### src/rtl/regxfer_pkg.sv
package regxfer_pkg;

  localparam int LEN_W     = 6;
  localparam int ADDR_W    = 24;
  localparam int HDR_BYTES = 4;

  typedef enum logic [2:0] {
    ST_IDLE,
    ST_WAKE_LO,
    ST_WAKE_GAP,
    ST_HEADER,
    ST_POLL,
    ST_DATA,
    ST_ZERO_FILL,
    ST_DONE
  } xfer_state_e;

  // Command header: index 0 is the opcode/length byte, 1..3 the address MSB first.
  function automatic logic [7:0] header_byte(input logic rd,
                                             input logic [LEN_W-1:0] len_m1,
                                             input logic [ADDR_W-1:0] addr,
                                             input logic [1:0] idx);
    logic [7:0] b;
    case (idx)
      2'd0:    b = {rd, 1'b1, len_m1};
      2'd1:    b = addr[23:16];
      2'd2:    b = addr[15:8];
      default: b = addr[7:0];
    endcase
    return b;
  endfunction

endpackage

### src/rtl/spi_byte_engine.sv
module spi_byte_engine #(
  parameter int HALF_DIV = 4
) (
  input  logic       clk,
  input  logic       rst_n,
  input  logic       start_i,
  input  logic [7:0] tx_i,
  output logic       busy_o,
  output logic       done_o,
  output logic [7:0] rx_o,
  output logic       sclk_o,
  output logic       mosi_o,
  input  logic       miso_i
);

  localparam int DIV_W = (HALF_DIV > 1) ? $clog2(HALF_DIV) : 1;
  localparam logic [DIV_W-1:0] DIV_LAST = DIV_W'(HALF_DIV - 1);

  logic             busy_q, busy_d;
  logic             sclk_q, sclk_d;
  logic             done_q, done_d;
  logic [DIV_W-1:0] div_q, div_d;
  logic [2:0]       bit_q, bit_d;
  logic [7:0]       tx_q, tx_d;
  logic [7:0]       rx_q, rx_d;
  logic             tick;

  assign tick = (div_q == DIV_LAST);

  always_comb begin
    busy_d = busy_q;
    sclk_d = sclk_q;
    done_d = 1'b0;
    div_d  = div_q;
    bit_d  = bit_q;
    tx_d   = tx_q;
    rx_d   = rx_q;
    if (start_i && !busy_q) begin
      busy_d = 1'b1;
      sclk_d = 1'b0;
      div_d  = '0;
      bit_d  = '0;
      tx_d   = tx_i;
    end else if (busy_q) begin
      if (tick) begin
        div_d = '0;
        if (!sclk_q) begin
          sclk_d = 1'b1;
          rx_d   = {rx_q[6:0], miso_i};
        end else begin
          sclk_d = 1'b0;
          if (bit_q == 3'd7) begin
            busy_d = 1'b0;
            done_d = 1'b1;
          end else begin
            bit_d = bit_q + 3'd1;
            tx_d  = {tx_q[6:0], 1'b0};
          end
        end
      end else begin
        div_d = div_q + DIV_W'(1);
      end
    end
  end

  always_ff @(posedge clk or negedge rst_n) begin
    if (!rst_n) begin
      busy_q <= 1'b0;
      sclk_q <= 1'b0;
      done_q <= 1'b0;
      div_q  <= '0;
      bit_q  <= '0;
      tx_q   <= '0;
      rx_q   <= '0;
    end else begin
      busy_q <= busy_d;
      sclk_q <= sclk_d;
      done_q <= done_d;
      div_q  <= div_d;
      bit_q  <= bit_d;
      tx_q   <= tx_d;
      rx_q   <= rx_d;
    end
  end

  assign busy_o = busy_q;
  assign done_o = done_q;
  assign rx_o   = rx_q;
  assign sclk_o = sclk_q;
  assign mosi_o = tx_q[7];

endmodule

### src/rtl/interval_timer.sv
module interval_timer #(
  parameter int W = 8
) (
  input  logic         clk,
  input  logic         rst_n,
  input  logic         load_i,
  input  logic [W-1:0] val_i,
  output logic         expired_o
);

  logic [W-1:0] cnt_q, cnt_d;

  always_comb begin
    cnt_d = cnt_q;
    if (load_i)            cnt_d = val_i;
    else if (cnt_q != '0)  cnt_d = cnt_q - W'(1);
  end

  always_ff @(posedge clk or negedge rst_n) begin
    if (!rst_n) cnt_q <= '0;
    else        cnt_q <= cnt_d;
  end

  assign expired_o = (cnt_q == '0);

endmodule

### src/rtl/idle_monitor.sv
module idle_monitor #(
  parameter int LIMIT = 1000
) (
  input  logic clk,
  input  logic rst_n,
  input  logic active_i,
  input  logic mark_i,
  output logic wake_o
);

  localparam int CNT_W = $clog2(LIMIT + 1);
  localparam logic [CNT_W-1:0] CNT_LIM = CNT_W'(LIMIT);

  logic [CNT_W-1:0] cnt_q, cnt_d;
  logic             seen_q, seen_d;

  always_comb begin
    seen_d = seen_q | mark_i;
    if (active_i)              cnt_d = '0;
    else if (cnt_q == CNT_LIM) cnt_d = cnt_q;
    else                       cnt_d = cnt_q + CNT_W'(1);
  end

  always_ff @(posedge clk or negedge rst_n) begin
    if (!rst_n) begin
      cnt_q  <= '0;
      seen_q <= 1'b0;
    end else begin
      cnt_q  <= cnt_d;
      seen_q <= seen_d;
    end
  end

  assign wake_o = !seen_q || (cnt_q == CNT_LIM);

endmodule

### src/rtl/regxfer_spi_master.sv
module regxfer_spi_master
  import regxfer_pkg::*;
#(
  parameter int SCLK_HALF    = 4,
  parameter int TICKS_PER_US = 250,
  parameter int PULSE_US     = 1,
  parameter int SETTLE_US    = 100,
  parameter int STALL_MS     = 100,
  parameter int IDLE_MS      = 900
) (
  input  logic              clk,
  input  logic              rst_n,
  input  logic              req_valid,
  output logic              req_ready,
  input  logic              req_read,
  input  logic [LEN_W-1:0]  req_len_m1,
  input  logic [ADDR_W-1:0] req_addr,
  input  logic [7:0]        wr_data,
  input  logic              wr_valid,
  output logic              wr_ready,
  output logic [7:0]        rd_data,
  output logic              rd_valid,
  output logic              done,
  output logic              err,
  output logic              spi_sclk,
  output logic              spi_cs_n,
  output logic              spi_mosi,
  input  logic              spi_miso
);

  localparam int TICKS_PER_MS = TICKS_PER_US * 1000;
  localparam int PULSE_T      = PULSE_US * TICKS_PER_US;
  localparam int SETTLE_T     = SETTLE_US * TICKS_PER_US;
  localparam int STALL_T      = STALL_MS * TICKS_PER_MS;
  localparam int IDLE_T       = IDLE_MS * TICKS_PER_MS;
  localparam int TMR_MAX      = (STALL_T > SETTLE_T) ?
                                ((STALL_T > PULSE_T) ? STALL_T : PULSE_T) :
                                ((SETTLE_T > PULSE_T) ? SETTLE_T : PULSE_T);
  localparam int TMR_W        = $clog2(TMR_MAX + 1);
  localparam int CNT_W        = LEN_W + 1;

  xfer_state_e       state_q, state_d;
  logic              rd_q, rd_d;
  logic [LEN_W-1:0]  len_m1_q, len_m1_d;
  logic [ADDR_W-1:0] addr_q, addr_d;
  logic [CNT_W-1:0]  cnt_q, cnt_d;
  logic              err_q, err_d;
  logic              cs_n_q, cs_n_d;

  logic              eng_start, eng_busy, eng_done;
  logic [7:0]        eng_tx, eng_rx;
  logic              tmr_load, tmr_exp;
  logic [TMR_W-1:0]  tmr_val;
  logic              idle_mark, wake_need;
  logic              can_launch;
  logic [CNT_W-1:0]  len_full;

  spi_byte_engine #(.HALF_DIV(SCLK_HALF)) u_engine (
    .clk     (clk),
    .rst_n   (rst_n),
    .start_i (eng_start),
    .tx_i    (eng_tx),
    .busy_o  (eng_busy),
    .done_o  (eng_done),
    .rx_o    (eng_rx),
    .sclk_o  (spi_sclk),
    .mosi_o  (spi_mosi),
    .miso_i  (spi_miso)
  );

  interval_timer #(.W(TMR_W)) u_timer (
    .clk       (clk),
    .rst_n     (rst_n),
    .load_i    (tmr_load),
    .val_i     (tmr_val),
    .expired_o (tmr_exp)
  );

  idle_monitor #(.LIMIT(IDLE_T)) u_idle (
    .clk      (clk),
    .rst_n    (rst_n),
    .active_i (state_q != ST_IDLE),
    .mark_i   (idle_mark),
    .wake_o   (wake_need)
  );

  assign len_full   = {1'b0, len_m1_q} + CNT_W'(1);
  assign can_launch = !eng_busy && !eng_done;

  always_comb begin
    state_d   = state_q;
    rd_d      = rd_q;
    len_m1_d  = len_m1_q;
    addr_d    = addr_q;
    cnt_d     = cnt_q;
    err_d     = err_q;
    eng_start = 1'b0;
    eng_tx    = 8'h00;
    tmr_load  = 1'b0;
    tmr_val   = '0;
    idle_mark = 1'b0;
    wr_ready  = 1'b0;
    rd_valid  = 1'b0;
    rd_data   = 8'h00;

    case (state_q)
      ST_IDLE: begin
        if (req_valid) begin
          rd_d      = req_read;
          len_m1_d  = req_len_m1;
          addr_d    = req_addr;
          cnt_d     = '0;
          err_d     = 1'b0;
          idle_mark = 1'b1;
          if (wake_need) begin
            state_d  = ST_WAKE_LO;
            tmr_load = 1'b1;
            tmr_val  = TMR_W'(PULSE_T);
          end else begin
            state_d = ST_HEADER;
          end
        end
      end

      ST_WAKE_LO: begin
        if (tmr_exp) begin
          state_d  = ST_WAKE_GAP;
          tmr_load = 1'b1;
          tmr_val  = TMR_W'(SETTLE_T);
        end
      end

      ST_WAKE_GAP: begin
        if (tmr_exp) begin
          state_d = ST_HEADER;
          cnt_d   = '0;
        end
      end

      ST_HEADER: begin
        if (can_launch && (cnt_q < CNT_W'(HDR_BYTES))) begin
          eng_start = 1'b1;
          eng_tx    = header_byte(rd_q, len_m1_q, addr_q, cnt_q[1:0]);
          cnt_d     = cnt_q + CNT_W'(1);
        end
        if (eng_done && (cnt_q == CNT_W'(HDR_BYTES))) begin
          state_d  = ST_POLL;
          tmr_load = 1'b1;
          tmr_val  = TMR_W'(STALL_T);
        end
      end

      ST_POLL: begin
        if (can_launch) begin
          eng_start = 1'b1;
        end
        if (eng_done) begin
          if (eng_rx[0]) begin
            state_d = ST_DATA;
            cnt_d   = '0;
          end else if (tmr_exp) begin
            err_d   = 1'b1;
            cnt_d   = '0;
            state_d = rd_q ? ST_ZERO_FILL : ST_DONE;
          end
        end
      end

      ST_DATA: begin
        if (can_launch && (cnt_q != len_full)) begin
          if (rd_q) begin
            eng_start = 1'b1;
            cnt_d     = cnt_q + CNT_W'(1);
          end else begin
            wr_ready = 1'b1;
            if (wr_valid) begin
              eng_start = 1'b1;
              eng_tx    = wr_data;
              cnt_d     = cnt_q + CNT_W'(1);
            end
          end
        end
        if (eng_done) begin
          if (rd_q) begin
            rd_valid = 1'b1;
            rd_data  = eng_rx;
          end
          if (cnt_q == len_full) state_d = ST_DONE;
        end
      end

      ST_ZERO_FILL: begin
        rd_valid = 1'b1;
        if (cnt_q == {1'b0, len_m1_q}) state_d = ST_DONE;
        else                           cnt_d = cnt_q + CNT_W'(1);
      end

      default: begin
        state_d = ST_IDLE;
      end
    endcase

    cs_n_d = !((state_d == ST_WAKE_LO) || (state_d == ST_HEADER) ||
               (state_d == ST_POLL)    || (state_d == ST_DATA));
  end

  always_ff @(posedge clk or negedge rst_n) begin
    if (!rst_n) begin
      state_q  <= ST_IDLE;
      rd_q     <= 1'b0;
      len_m1_q <= '0;
      addr_q   <= '0;
      cnt_q    <= '0;
      err_q    <= 1'b0;
      cs_n_q   <= 1'b1;
    end else begin
      state_q  <= state_d;
      rd_q     <= rd_d;
      len_m1_q <= len_m1_d;
      addr_q   <= addr_d;
      cnt_q    <= cnt_d;
      err_q    <= err_d;
      cs_n_q   <= cs_n_d;
    end
  end

  assign req_ready = (state_q == ST_IDLE);
  assign done      = (state_q == ST_DONE);
  assign err       = (state_q == ST_DONE) && err_q;
  assign spi_cs_n  = cs_n_q;

endmodule

### config.mk
export PLATFORM = sky130hd
export DESIGN_NAME = regxfer_spi_master
export DESIGN_NICKNAME = d
export VERILOG_FILES = /design/src/rtl/regxfer_pkg.sv /design/src/rtl/spi_byte_engine.sv /design/src/rtl/interval_timer.sv /design/src/rtl/idle_monitor.sv /design/src/rtl/regxfer_spi_master.sv
export SDC_FILE = /design/constraint.sdc
export NUM_CORES = 1
export LEC_CHECK = 0
export BUFFER_PORTS_ARGS = -buffer_cell sky130_fd_sc_hd__buf_4
export CORE_MARGIN = 2
export CORE_UTILIZATION = 35
export CTS_CLUSTER_DIAMETER = 100
export DETAILED_ROUTE_END_ITERATION = 8
export HOLD_SLACK_MARGIN = 0.1
export PLACE_DENSITY_LB_ADDON = 0.08
export SLEW_MARGIN = 20
export SYNTH_ARGS = -nofsm -noshare
export SYNTH_HDL_FRONTEND = slang
export SYNTH_SLANG_ARGS = --single-unit
### constraint.sdc
create_clock -name clk -period 5.55 [get_ports clk]
set_input_delay 0.8325 -clock clk [delete_from_list [all_inputs] [get_ports clk]]
set_output_delay 0.8325 -clock clk [all_outputs]
set_load 0.02 [all_outputs]
# Yosys cells after proc, flatten, opt, wreduce, memory -nomap -nowiden
# Index checks and enable logic that the tools add are counted.
# totals
regBits	121
latch_bits	0
mem_bits_rw	0
mem_bits_ro	0
input_bits	44
out_inout_bits	16
elab_cells	180
mem_count	0
# classes
n_addsub	6
mul	0
div	0
magnitude_cmp	1
eq_ne	30
shifts	0
mux	92
n_bitwise	3
reduce_logical	31
# ops
cell	count
two-way mux 8 bit	14
two-way mux 25 bit	3
one-hot mux 25 bit (3 select lines)	1
two-way mux 7 bit	9
two-way mux 28 bit	2
two-way mux 3 bit	15
one-hot mux 7 bit (6 select lines)	1
two-way mux 1 bit	35
adder 28 x 1 -> 28 bit, second input constant	1
equality test 28 bit, second input constant	1
logical NOT 25 bit	1
nonzero test 25 bit	1
subtractor 25 x 1 -> 25 bit, second input constant	1
one-hot mux 8 bit (3 select lines)	1
equality test 3 bit, second input constant	7
one-hot mux 3 bit (7 select lines)	1
one-hot mux 8 bit (2 select lines)	1
two-way mux 15 bit	1
!= test 2 bit, second input constant	6
nonzero test 2 bit	5
equality test 3 x 2 -> 1 bit, second input constant	3
two-way mux 2 bit	4
AND reduction 4 bit	2
adder 6 x 1 -> 7 bit, second input constant	1
other kinds (27)	46

# Longest topological paths before layout
# Gate-level depths: netlist of the first run.
# logic_depth
word_depth	10
mapped_depth	9

# Cells and area by module
# A second synthesis of the first run with hierarchy kept.
# hier_totals
cells_unflattened	664
area_unflattened_um2	6747.7
# by_module_without_submodules
mod	n_inst	cells_each	area_per_inst_um2
regxfer_spi_master	1	277	2695.1
idle_monitor	1	155	1540.2
interval_timer	1	152	1477.7
spi_byte_engine	1	80	1034.7

# Worst setup path before layout of the first run
# OpenSTA, ideal clock, no wires.
# synth_path
kind	reg-to-output
startpoint	register len_m1_q[1]
endpoint	output wr_ready
t_arrival_ns	1.923
slack_ns	2.794
stages_incl_launch_ff	8
cell_sequence	dfrtp_1 -> ha_1 -> nand4_1 -> mux2i_1 -> a311o_1 -> nor4_1 -> nand2b_1 -> inv_1
# synth_between
elab_chain_cells	5
# synth_rtl
element	line	text
from (decl)	regxfer_spi_master.sv:44	logic [LEN_W-1:0] len_m1_q, len_m1_d;
from (signal assigned)	regxfer_spi_master.sv:219	len_m1_q <= len_m1_d;
adder 6 x 1 -> 7 bit	regxfer_spi_master.sv:87	assign len_full = {1'b0, len_m1_q} + CNT_W'(1);
!= test 7 bit	regxfer_spi_master.sv:170	if (can_launch && (cnt_q != len_full)) begin
logical AND 1 bit	regxfer_spi_master.sv:170	
two-way mux 1 bit	regxfer_spi_master.sv:170	
two-way mux 1 bit	regxfer_spi_master.sv:106	case (state_q)
to (decl)	regxfer_spi_master.sv:20	output logic wr_ready,
# Every way passes these cells.

# Final worst setup path of the first run
# Same ends and word-level chain as after synthesis.

==> results.py, run 1 <==
metrics = {
    "timing": {
        "final-setup-viol-count": 0,
        "post-route-min-period_ns": 3.73,
        "rsz0062_at_grt": "no",
        "worst_hold_slack_ns": 0.477,
        "clock_skew_ns": 0.00691,
        "period_share_pct": 67.1,
        "achievable-frequency_ghz": 0.268,
        "timing_worst_slew_pin_value_ns": 1.00,
        "max_slew_violation_count": 0,
        "hold_viol": 0,
        "relative_slew_slack_pct": 33.3,
        "setup-tns-final_ns": 0,
    },
    "synth": {
        "synthesis.area_mm2": 0.00656,
        "synth_largest_area_cell": "sky130_fd_sc_hd__dfrtp_1",
        "synth_fp_nets": 792,
        "post_synth_inst_count": 737,
        "ys_async_sr_fraction_pct": 100,
        "synth.lib_cells_used.distinct": 71,
        "avgSynthCellArea_um2": 8.90,
        "ys_ff_latch": 121,
        "yosysMostFrequentCell": "sky130_fd_sc_hd__nand2_1",
        "synth-edff-count": 0,
        "synth_seq_area_share_pct": 46.2,
        "leading_post_synthesis_cells_by_instance_count": "sky130_fd_sc_hd__nand2_1, sky130_fd_sc_hd__dfrtp_1, sky130_fd_sc_hd__nor2_1",
        "ys_dominant_reg_cell": "sky130_fd_sc_hd__dfrtp_1",
        "post-synth-top-area-fraction_pct": 45.8,
        "netlist_top_cells_area": "sky130_fd_sc_hd__dfrtp_1, sky130_fd_sc_hd__nand2_1, sky130_fd_sc_hd__nor2_1",
        "yosys_warnings": 0,
    },
    "setup_path": {
        "setup.worst_path.start_class": "flip-flop",
        "critPathMaxFanout": 6,
        "worst-endpoint-arrival_ns": 2.89,
        "path_class": "reg2out",
        "r2r.worst_path.cells": 7,
        "r2r_slack_ns": 2.50,
        "worstPathRequired_ns": 4.72,
        "setup.worst_path.end_class": "output pin",
    },
    "cts": {
        "post_cts.repair.setup_buffers": 0,
        "cts-buffers-inserted": 17,
        "cts_num_sinks": 121,
        "clock_tree.buffer_depth": 2,
        "post_cts_resized": 0,
        "clkLatencyLatePin_ns": 0.42,
        "cts_tree": "built",
        "clock_tree.htree_level_count": 4,
        "root_buffer": "sky130_fd_sc_hd__clkbuf_16",
        "post_cts_hold_buffer_count": 0,
        "clk_pin_slew_worst_paths_ns": 0.06,
    },
    "worst_hold_path": {
        "hp-class": "reg2reg",
        "min_path_cells": 2,
    },
    "die": {
        "fp.coreArea_mm2": 0.0185,
        "die_w_um": 141,
        "initial_core_util_pct": 35.4,
        "die_height_um": 141,
        "rows": 50,
        "num_io_pins": 60,
        "total_die_area_mm2": 0.0198,
    },
    "pwr": {
        "power_report.internal_total_mw": 1.62,
        "power_density_mw_per_mm2": 263,
        "power_frac_comb_pct": 2.2,
        "p_sw_share_pct": 20.8,
        "vdd_ir_drop_max_mv": 0.175,
        "total_power_mw": 2.04,
        "p_leak_nw": 3.36,
        "reg_power_share_pct": 43.3,
        "clock_power_share_pct": 54.4,
        "net-switching-power_uw": 424,
    },
    "grt": {
        "grtUsageTotal_pct": 17.5,
        "largest_net_degree_at_the_start_of_global_routing": 67,
        "grt_pass1_wl_mm": 27.7,
        "first_global_vias": 5369,
        "grt-ovfl-total": 0,
        "grt_antenna_before_repair": 0,
    },
    "route": {
        "routed_via_density": 5.21,
        "via_count": 5362,
        "drtAntennaViolNets": 0,
        "drt-initial-drc-count": 299,
        "firstDrtPassIters": 5,
        "number_of_remaining_drc_errors": 0,
        "wl_per_instance_um": 15.9,
        "drt-total-wl_mm": 16.4,
    },
    "outcome": {
        "outcome": "finished clean",
    },
    "finish": {
        "finish.net_count": 838,
        "fill_cell_instance_count_of_the_final_layout": 1851,
        "post_route_cells_drive_above_1_share_pct": 15.2,
        "post-route-util_pct": 41.9,
        "final_cell_count_no_fill": 1030,
        "diodes": 0,
        "area.growth.synth_to_final_pct": 18.3,
    },
    "placement": {
        "placed_insts": 998,
        "place.port_buffers": 59,
        "routabilityCongestion": 0.814,
        "dpl.hpwl_mm": 11.8,
    },
    "job": {
        "timing.max_cap.violations": 0,
    },
}
[worst max-delay path: stages, from the launching register on]
cell                       delay (ns)
sky130_fd_sc_hd__dfrtp_1         0.44
sky130_fd_sc_hd__ha_1            0.24
sky130_fd_sc_hd__nand4_1         0.11
sky130_fd_sc_hd__mux2i_1         0.14
sky130_fd_sc_hd__a311o_1         0.37
sky130_fd_sc_hd__nor4_1          0.61
sky130_fd_sc_hd__nand2b_1        0.33
sky130_fd_sc_hd__inv_1           0.08
sky130_fd_sc_hd__buf_4           0.16
[cell type report]
class                      instances  area [µm²]  share of cell area [%]
multi-input combinational        560        3290                    42.4
sequential                       121        3030                    39.0
timing repair buffer              64         480                    6.19
clock buffer                      19         443                    5.71
tap                              234         293                    3.77
clock inverter                    13         153                    1.97
inverter                          19        71.3                   0.919
[power groups by stage]
stage               sequential [mW]  combinational (mW)  clock [mW]
floorplan                     0.899             0.00261           0
detailed placement            0.899              0.0478           0
global placement              0.899              0.0473           0
global route                  0.884              0.0521        1.18
CTS                           0.884              0.0480        1.14
finish                        0.884              0.0453        1.11
[sequential cells by signal, summed over array words and instances, names as in the netlist]
signal,count
spi_cs_n,1
u_engine.busy_o,1
u_engine.done_o,1
u_engine.tx_q,8
u_engine.sclk_o,1
u_engine.bit_q,3
rd_q,1
addr_q,24
cnt_q,7
u_idle.seen_q,1
err_q,1
u_engine.rx_o,8
state_q,3
len_m1_q,6
u_idle.cnt_q,28
u_timer.cnt_q,25
u_engine.div_q,2
[kinds of logic after synthesis]
| kind of cell | Yosys count | synth area share (%) |
|---|---|---|
| xor+xnor | 48 | 6.41 |
| simple gates | 372 | 27.6 |
| buf+inv | 56 | 3.68 |
| flops | 121 | 46.2 |
| mux | 17 | 2.75 |
| compound gates | 112 | 11.2 |
| fa+ha+maj | 11 | 2.10 |
[path summary, 6_finish.rpt]
check                       startpoint                end
setup / recovery           len_m1_q[1]           wr_ready
hold / removal               addr_q[4]          addr_q[4]
setup reg to reg            state_q[0]  u_timer.cnt_q[20]
hold reg to reg              addr_q[4]          addr_q[4]
max in group asynchronous        rst_n        len_m1_q[2]
min in group asynchronous        rst_n   u_idle.cnt_q[14]
[layer usage]
layer  vias up  global-route usage, %  wire length [µm]
met2        93                   25.7              7230
met1      2594                   25.5              8410
met3        19                   3.36               492
li1       2656                      -                 -
met5         -                      0                 0
met4         0                   6.84               268
[layout by cell type, fill, tap and decap left out, types with 11 or more instances in the layout]
| cell type | n |
|---|---|
| sky130_fd_sc_hd__dfrtp_1 | 120 |
| sky130_fd_sc_hd__xnor2_1 | 24 |
| sky130_fd_sc_hd__inv_1 | 19 |
| sky130_fd_sc_hd__xor2_1 | 24 |
| sky130_fd_sc_hd__ha_1 | 11 |
| sky130_fd_sc_hd__clkbuf_16 | 17 |
| sky130_fd_sc_hd__o21ai_0 | 39 |
| sky130_fd_sc_hd__nand3_1 | 33 |
| sky130_fd_sc_hd__nand2_1 | 159 |
| sky130_fd_sc_hd__nor4_1 | 11 |
| sky130_fd_sc_hd__buf_4 | 64 |
| sky130_fd_sc_hd__nor3_1 | 15 |
| sky130_fd_sc_hd__nor2_1 | 63 |
| sky130_fd_sc_hd__and2_1 | 11 |
| sky130_fd_sc_hd__a21oi_1 | 18 |
[through the flow]
stage	worst slack [ns]	cell area, µm²
4_1_cts	1.79	7760
5_1_grt	1.53	7760
6_report	1.82	7760
3_3_place_gp	2.38	7160
2_1_floorplan	2.79	6560
3_5_place_dp	2.26	7160
No activity file was read; power rests on OpenSTA's default activity.
==> inputs of run 2 (changes only) <==
==> constraint.sdc (replaced) <==
create_clock -name clk -period 3.67 [get_ports clk]
set_input_delay 0.5505 -clock clk [delete_from_list [all_inputs] [get_ports clk]]
set_output_delay 0.5505 -clock clk [all_outputs]
set_load 0.02 [all_outputs]
==> results.py, run 2 (same netlist as run 1, synthesis figures left out) <==
metrics = {
    "outcome": {
        "outcome": "finished clean",
    },
    "route": {
        "number_of_remaining_drc_errors": 0,
        "drtAntennaViolNets": 0,
        "drt-total-wl_mm": 16.7,
        "wl_per_instance_um": 16.1,
        "via_count": 5431,
        "firstDrtPassIters": 5,
        "routed_via_density": 5.26,
        "drt-initial-drc-count": 411,
    },
    "finish": {
        "post_route_cells_drive_above_1_share_pct": 15.1,
        "diodes": 0,
        "max_flop_register": "u_idle.cnt_q",
        "mostFrequentLayoutCells": "sky130_fd_sc_hd__nand2_1, sky130_fd_sc_hd__dfrtp_1, sky130_fd_sc_hd__buf_4",
        "largest_reg_flops": 28,
        "largestRegisters": "u_idle.cnt_q x28, u_timer.cnt_q x25, addr_q x24",
        "area.growth.synth_to_final_pct": 18.6,
        "fill_cell_instance_count_of_the_final_layout": 1832,
        "layout.cells.most_common": "sky130_fd_sc_hd__nand2_1",
        "post-route-util_pct": 42.0,
        "finish.net_count": 841,
        "final_cell_count_no_fill": 1033,
        "stdcell_area_mm2": 0.00778,
    },
    "timing": {
        "max_slew_violation_count": 0,
        "achievable-frequency_ghz": 0.314,
        "post-route-min-period_ns": 3.18,
        "hold_viol": 0,
        "timing_worst_slew_pin_value_ns": 0.811,
        "relative_slew_slack_pct": 45.9,
        "rsz0062_at_grt": "no",
        "period_share_pct": 86.7,
        "clock_skew_ns": 0.0175,
        "final.setup.worst_slack_ns": 0.487,
        "final-setup-viol-count": 0,
        "worst_hold_slack_ns": 0.208,
        "setup-tns-final_ns": 0,
    },
    "die": {
        "fp.coreArea_mm2": 0.0185,
        "rows": 50,
        "die_w_um": 141,
        "total_die_area_mm2": 0.0198,
        "num_io_pins": 60,
        "die_height_um": 141,
        "initial_core_util_pct": 35.4,
    },
    "setup_path": {
        "crit-reg2reg-capture": "cnt_q[4]",
        "worst-endpoint-arrival_ns": 2.63,
        "r2r.worst_path.cells": 6,
        "critPathMaxFanout": 6,
        "path_class": "reg2out",
        "worst_setup_path_startpoint": "len_m1_q[0]",
        "worstPathRequired_ns": 3.12,
        "r2r_slack_ns": 1.09,
        "path_cells": "ha_1 -> nand4_1 -> mux2i_1 -> a311o_1 -> nor4_1 -> buf_4 -> nand2b_1 -> inv_1 -> buf_4",
        "critical_path.slowest_cell": "sky130_fd_sc_hd__dfrtp_1",
        "endpoint": "wr_ready",
        "regToRegStartpoint": "u_timer.cnt_q[18]",
        "setup.worst_path.end_class": "output pin",
        "critical-path-top-cell-by-count": "sky130_fd_sc_hd__buf_4",
        "cp_slowest_stage_delay_ns": 0.45,
        "setup.worst_path.start_class": "flip-flop",
    },
    "cts": {
        "post_cts_hold_buffer_count": 0,
        "cts_tree": "built",
        "cts-buffers-inserted": 17,
        "clk_pin_slew_worst_paths_ns": 0.06,
        "clock_tree.htree_level_count": 4,
        "post_cts_resized": 0,
        "post_cts.repair.setup_buffers": 0,
        "clock_tree.buffer_depth": 2,
        "root_buffer": "sky130_fd_sc_hd__clkbuf_16",
        "cts_num_sinks": 121,
        "clkLatencyLatePin_ns": 0.42,
    },
    "placement": {
        "routabilityCongestion": 0.787,
        "placed_insts": 1001,
        "place.port_buffers": 59,
        "placed_cell_area_mm2": 0.00720,
        "worst_slack_placed_ns": 0.933,
        "dpl.hpwl_mm": 11.8,
    },
    "pwr": {
        "net-switching-power_uw": 635,
        "vdd_ir_drop_max_mv": 0.309,
        "p_leak_nw": 3.39,
        "power_density_mw_per_mm2": 394,
        "p_sw_share_pct": 20.7,
        "power_frac_comb_pct": 2.3,
        "clock_power_share_pct": 54.1,
        "power_report.internal_total_mw": 2.43,
        "reg_power_share_pct": 43.6,
        "total_power_mw": 3.07,
    },
    "grt": {
        "grt_antenna_before_repair": 0,
        "first_global_vias": 5381,
        "grtUsageTotal_pct": 17.5,
        "grt_pass1_wl_mm": 27.6,
        "grt-ovfl-total": 0,
        "largest_net_degree_at_the_start_of_global_routing": 66,
    },
    "job": {
        "timing.max_cap.violations": 0,
    },
    "worst_hold_path": {
        "hp-class": "in2async",
    },
}
run 2: worst max-delay path, delay by kind of cell (launching register included):
kind / cells / cell delay, ns
flops: 1 / 0.45
compound gates: 1 / 0.36
mux: 1 / 0.15
fa+ha+maj: 1 / 0.24
buf+inv: 3 / 0.41
simple gates: 3 / 0.61
run 2: cell type report:
class                   instances  area [µm²]  share of cell area, %
clock buffers                  24         492                   6.32
clock inverters                 8        92.6                   1.19
inverters                      19        71.3                  0.917
multi-input cells             560        3290                   42.2
flip-flops and latches        121        3030                   38.9
well taps                     234         293                   3.76
repair buffers                 67         515                   6.63
run 2: how the worst min path moves through the flow:
| stage | from | endpoint | slack, ns | cells after the start |
|---|---|---|---|---|
| after floorplan | rst_n | addr_q[0] | 0.25 | 0 |
| after global placement | addr_q[4] | addr_q[4] | 0.47 | 2 |
| after detailed placement | addr_q[11] | addr_q[11] | 0.47 | 2 |
| after CTS | rst_n | u_idle.cnt_q[15] | 0.24 | 1 |
| after global routing | rst_n | u_idle.cnt_q[15] | 0.26 | 1 |
| final | rst_n | u_idle.cnt_q[15] | 0.21 | 1 |
run 2: power groups by stage:
stage | clock, mW | sequential (mW) | combinational (mW)
after floorplan | 0 | 1.36 | 0.00394
after global placement | 0 | 1.36 | 0.0724
after detailed placement | 0 | 1.36 | 0.0737
after CTS | 1.70 | 1.34 | 0.0740
after global routing | 1.76 | 1.34 | 0.0794
final | 1.66 | 1.34 | 0.0701
run 2: metal layers:
metal / routed length [µm] / track usage [%] / up-vias
met2: 7390 / 26.7 / 86
li1: - / - / 2662
met4: 163 / 4.63 / 0
met1: 8550 / 25.4 / 2666
met5: 0 / 0 / -
met3: 564 / 3.91 / 17
==> inputs of run 3 (changes only) <==
--- a/config.mk
+++ b/config.mk
@@ -6,6 +6,7 @@
 export NUM_CORES = 1
 export LEC_CHECK = 0
 export BUFFER_PORTS_ARGS = -buffer_cell sky130_fd_sc_hd__buf_4
+export CORE_ASPECT_RATIO = 0.6
 export CORE_MARGIN = 2
 export CORE_UTILIZATION = 35
 export CTS_CLUSTER_DIAMETER = 100
==> results.py, run 3 (same netlist as run 1, synthesis figures left out) <==
metrics = {
    "outcome": {
        "outcome": "finished clean",
    },
    "grt": {
        "first_global_vias": 5204,
        "grt_pass1_wl_mm": 28.3,
        "grt-ovfl-total": 0,
        "grt_antenna_before_repair": 0,
        "largest_net_degree_at_the_start_of_global_routing": 70,
        "grtUsageTotal_pct": 18.2,
    },
    "setup_path": {
        "r2r.worst_path.cells": 6,
        "path_class": "reg2out",
        "crit-reg2reg-capture": "cnt_q[4]",
        "regToRegStartpoint": "u_timer.cnt_q[18]",
        "worstPathRequired_ns": 3.12,
        "worst-endpoint-arrival_ns": 2.64,
        "r2r_slack_ns": 1.06,
        "worst_setup_path_startpoint": "len_m1_q[0]",
        "setup.worst_path.end_class": "output pin",
        "setup.worst_path.start_class": "flip-flop",
        "critPathMaxFanout": 6,
    },
    "finish": {
        "largest_reg_flops": 28,
        "max_flop_register": "u_idle.cnt_q",
        "post-route-util_pct": 42.9,
        "area.growth.synth_to_final_pct": 19.0,
        "stdcell_area_mm2": 0.00781,
        "post_route_cells_drive_above_1_share_pct": 15.5,
        "final_cell_count_no_fill": 1039,
        "diodes": 0,
        "largestRegisters": "u_idle.cnt_q x28, u_timer.cnt_q x25, addr_q x24",
        "mostFrequentLayoutCells": "sky130_fd_sc_hd__nand2_1, sky130_fd_sc_hd__dfrtp_1, sky130_fd_sc_hd__buf_4",
        "finish.net_count": 841,
        "layout.cells.most_common": "sky130_fd_sc_hd__nand2_1",
    },
    "route": {
        "via_count": 5459,
        "drt-total-wl_mm": 17.3,
        "drtAntennaViolNets": 0,
        "wl_per_instance_um": 16.7,
        "number_of_remaining_drc_errors": 0,
        "firstDrtPassIters": 5,
        "routed_via_density": 5.25,
        "drt-initial-drc-count": 395,
    },
    "timing": {
        "rsz0062_at_grt": "no",
        "achievable-frequency_ghz": 0.313,
        "period_share_pct": 87.0,
        "clock_skew_ns": 0.00882,
        "setup-tns-final_ns": 0,
        "timing_worst_slew_pin_value_ns": 0.830,
        "relative_slew_slack_pct": 44.6,
        "max_slew_violation_count": 0,
        "final-setup-viol-count": 0,
        "hold_viol": 0,
        "post-route-min-period_ns": 3.19,
    },
    "placement": {
        "placed_insts": 1007,
        "dpl.hpwl_mm": 12.6,
        "placed_cell_area_mm2": 0.00720,
        "routabilityCongestion": 0.830,
        "place.port_buffers": 59,
    },
    "pwr": {
        "power_density_mw_per_mm2": 400,
        "vdd_ir_drop_max_mv": 0.262,
        "p_leak_nw": 3.38,
    },
    "cts": {
        "clk_pin_slew_worst_paths_ns": 0.06,
        "root_buffer": "sky130_fd_sc_hd__clkbuf_16",
        "post_cts_resized": 0,
        "cts_num_sinks": 121,
        "clkLatencyLatePin_ns": 0.41,
        "post_cts_hold_buffer_count": 0,
        "cts-buffers-inserted": 17,
        "clock_tree.htree_level_count": 4,
        "post_cts.repair.setup_buffers": 0,
        "cts_tree": "built",
        "clock_tree.buffer_depth": 2,
    },
    "die": {
        "fp.coreArea_mm2": 0.0182,
        "num_io_pins": 60,
        "die_height_um": 110,
        "rows": 38,
        "die_w_um": 181,
        "initial_core_util_pct": 36.0,
        "total_die_area_mm2": 0.0199,
    },
    "job": {
        "timing.max_cap.violations": 0,
    },
    "worst_hold_path": {
        "hp-class": "in2async",
    },
}
run 3: cell count changes in the layout (fill, tap and decap cells not counted), sizes merged:
cell | before | now
bufinv | 2 | 3
clkbuf | 24 | 17
clkinv | 5 | 6
clkinvlp | 1 | 5
inv | 19 | 20
run 3: worst max-delay path, stage by stage, from the launching register on:
cell,delay [ns]
sky130_fd_sc_hd__dfrtp_1,0.46
sky130_fd_sc_hd__ha_1,0.25
sky130_fd_sc_hd__nand4_1,0.11
sky130_fd_sc_hd__mux2i_1,0.15
sky130_fd_sc_hd__a311o_1,0.36
sky130_fd_sc_hd__nor4_1,0.24
sky130_fd_sc_hd__buf_4,0.17
sky130_fd_sc_hd__nand2b_1,0.27
sky130_fd_sc_hd__inv_1,0.07
sky130_fd_sc_hd__buf_4,0.16
run 3: worst max path at each step:
stage | end | slack [ns] | cells after the start
after floorplan | wr_ready | 1.20 | 7
after CTS | wr_ready | 0.46 | 9
after global routing | wr_ready | 0.28 | 9
after detailed placement | wr_ready | 0.93 | 9
final | wr_ready | 0.48 | 9
after global placement | wr_ready | 0.93 | 9
run 3: layout make-up:
class / count / area (µm²)
clock buffers: 17 / 425
clock inverters: 15 / 178
fillers: 1804 / 10400
inverters: 19 / 71.3
multi-input cells: 560 / 3290
flip-flops and latches: 121 / 3030
well taps: 240 / 300
repair buffers: 67 / 515
run 3: per-stage QoR:
step / setup slack (ns) / total power [mW] / hold WS, ns
final: 0.477 / 3.12 / 0.186
after global routing: 0.280 / 3.24 / 0.236
after CTS: 0.461 / 3.17 / 0.195
after detailed placement: 0.930 / 1.43 / 0.465
after global placement: 0.928 / 1.43 / 0.465
after floorplan: 1.20 / 1.36 / 0.255
run 3: metal layers:
| layer | track usage, % | routed length (µm) | vias up |
|---|---|---|---|
| li1 | - | - | 2666 |
| met4 | 4.49 | 109 | 0 |
| met1 | 30.1 | 9930 | 2679 |
| met3 | 4.70 | 852 | 12 |
| met5 | 0 | 0 | - |
| met2 | 22.4 | 6450 | 102 |
run 3: power breakdown:
part           internal (mW)  switching (mW)  leakage, nW
logic                 0.0324          0.0371         1.61
registers               1.34         0.00153         1.49
clock network           1.07           0.646        0.281
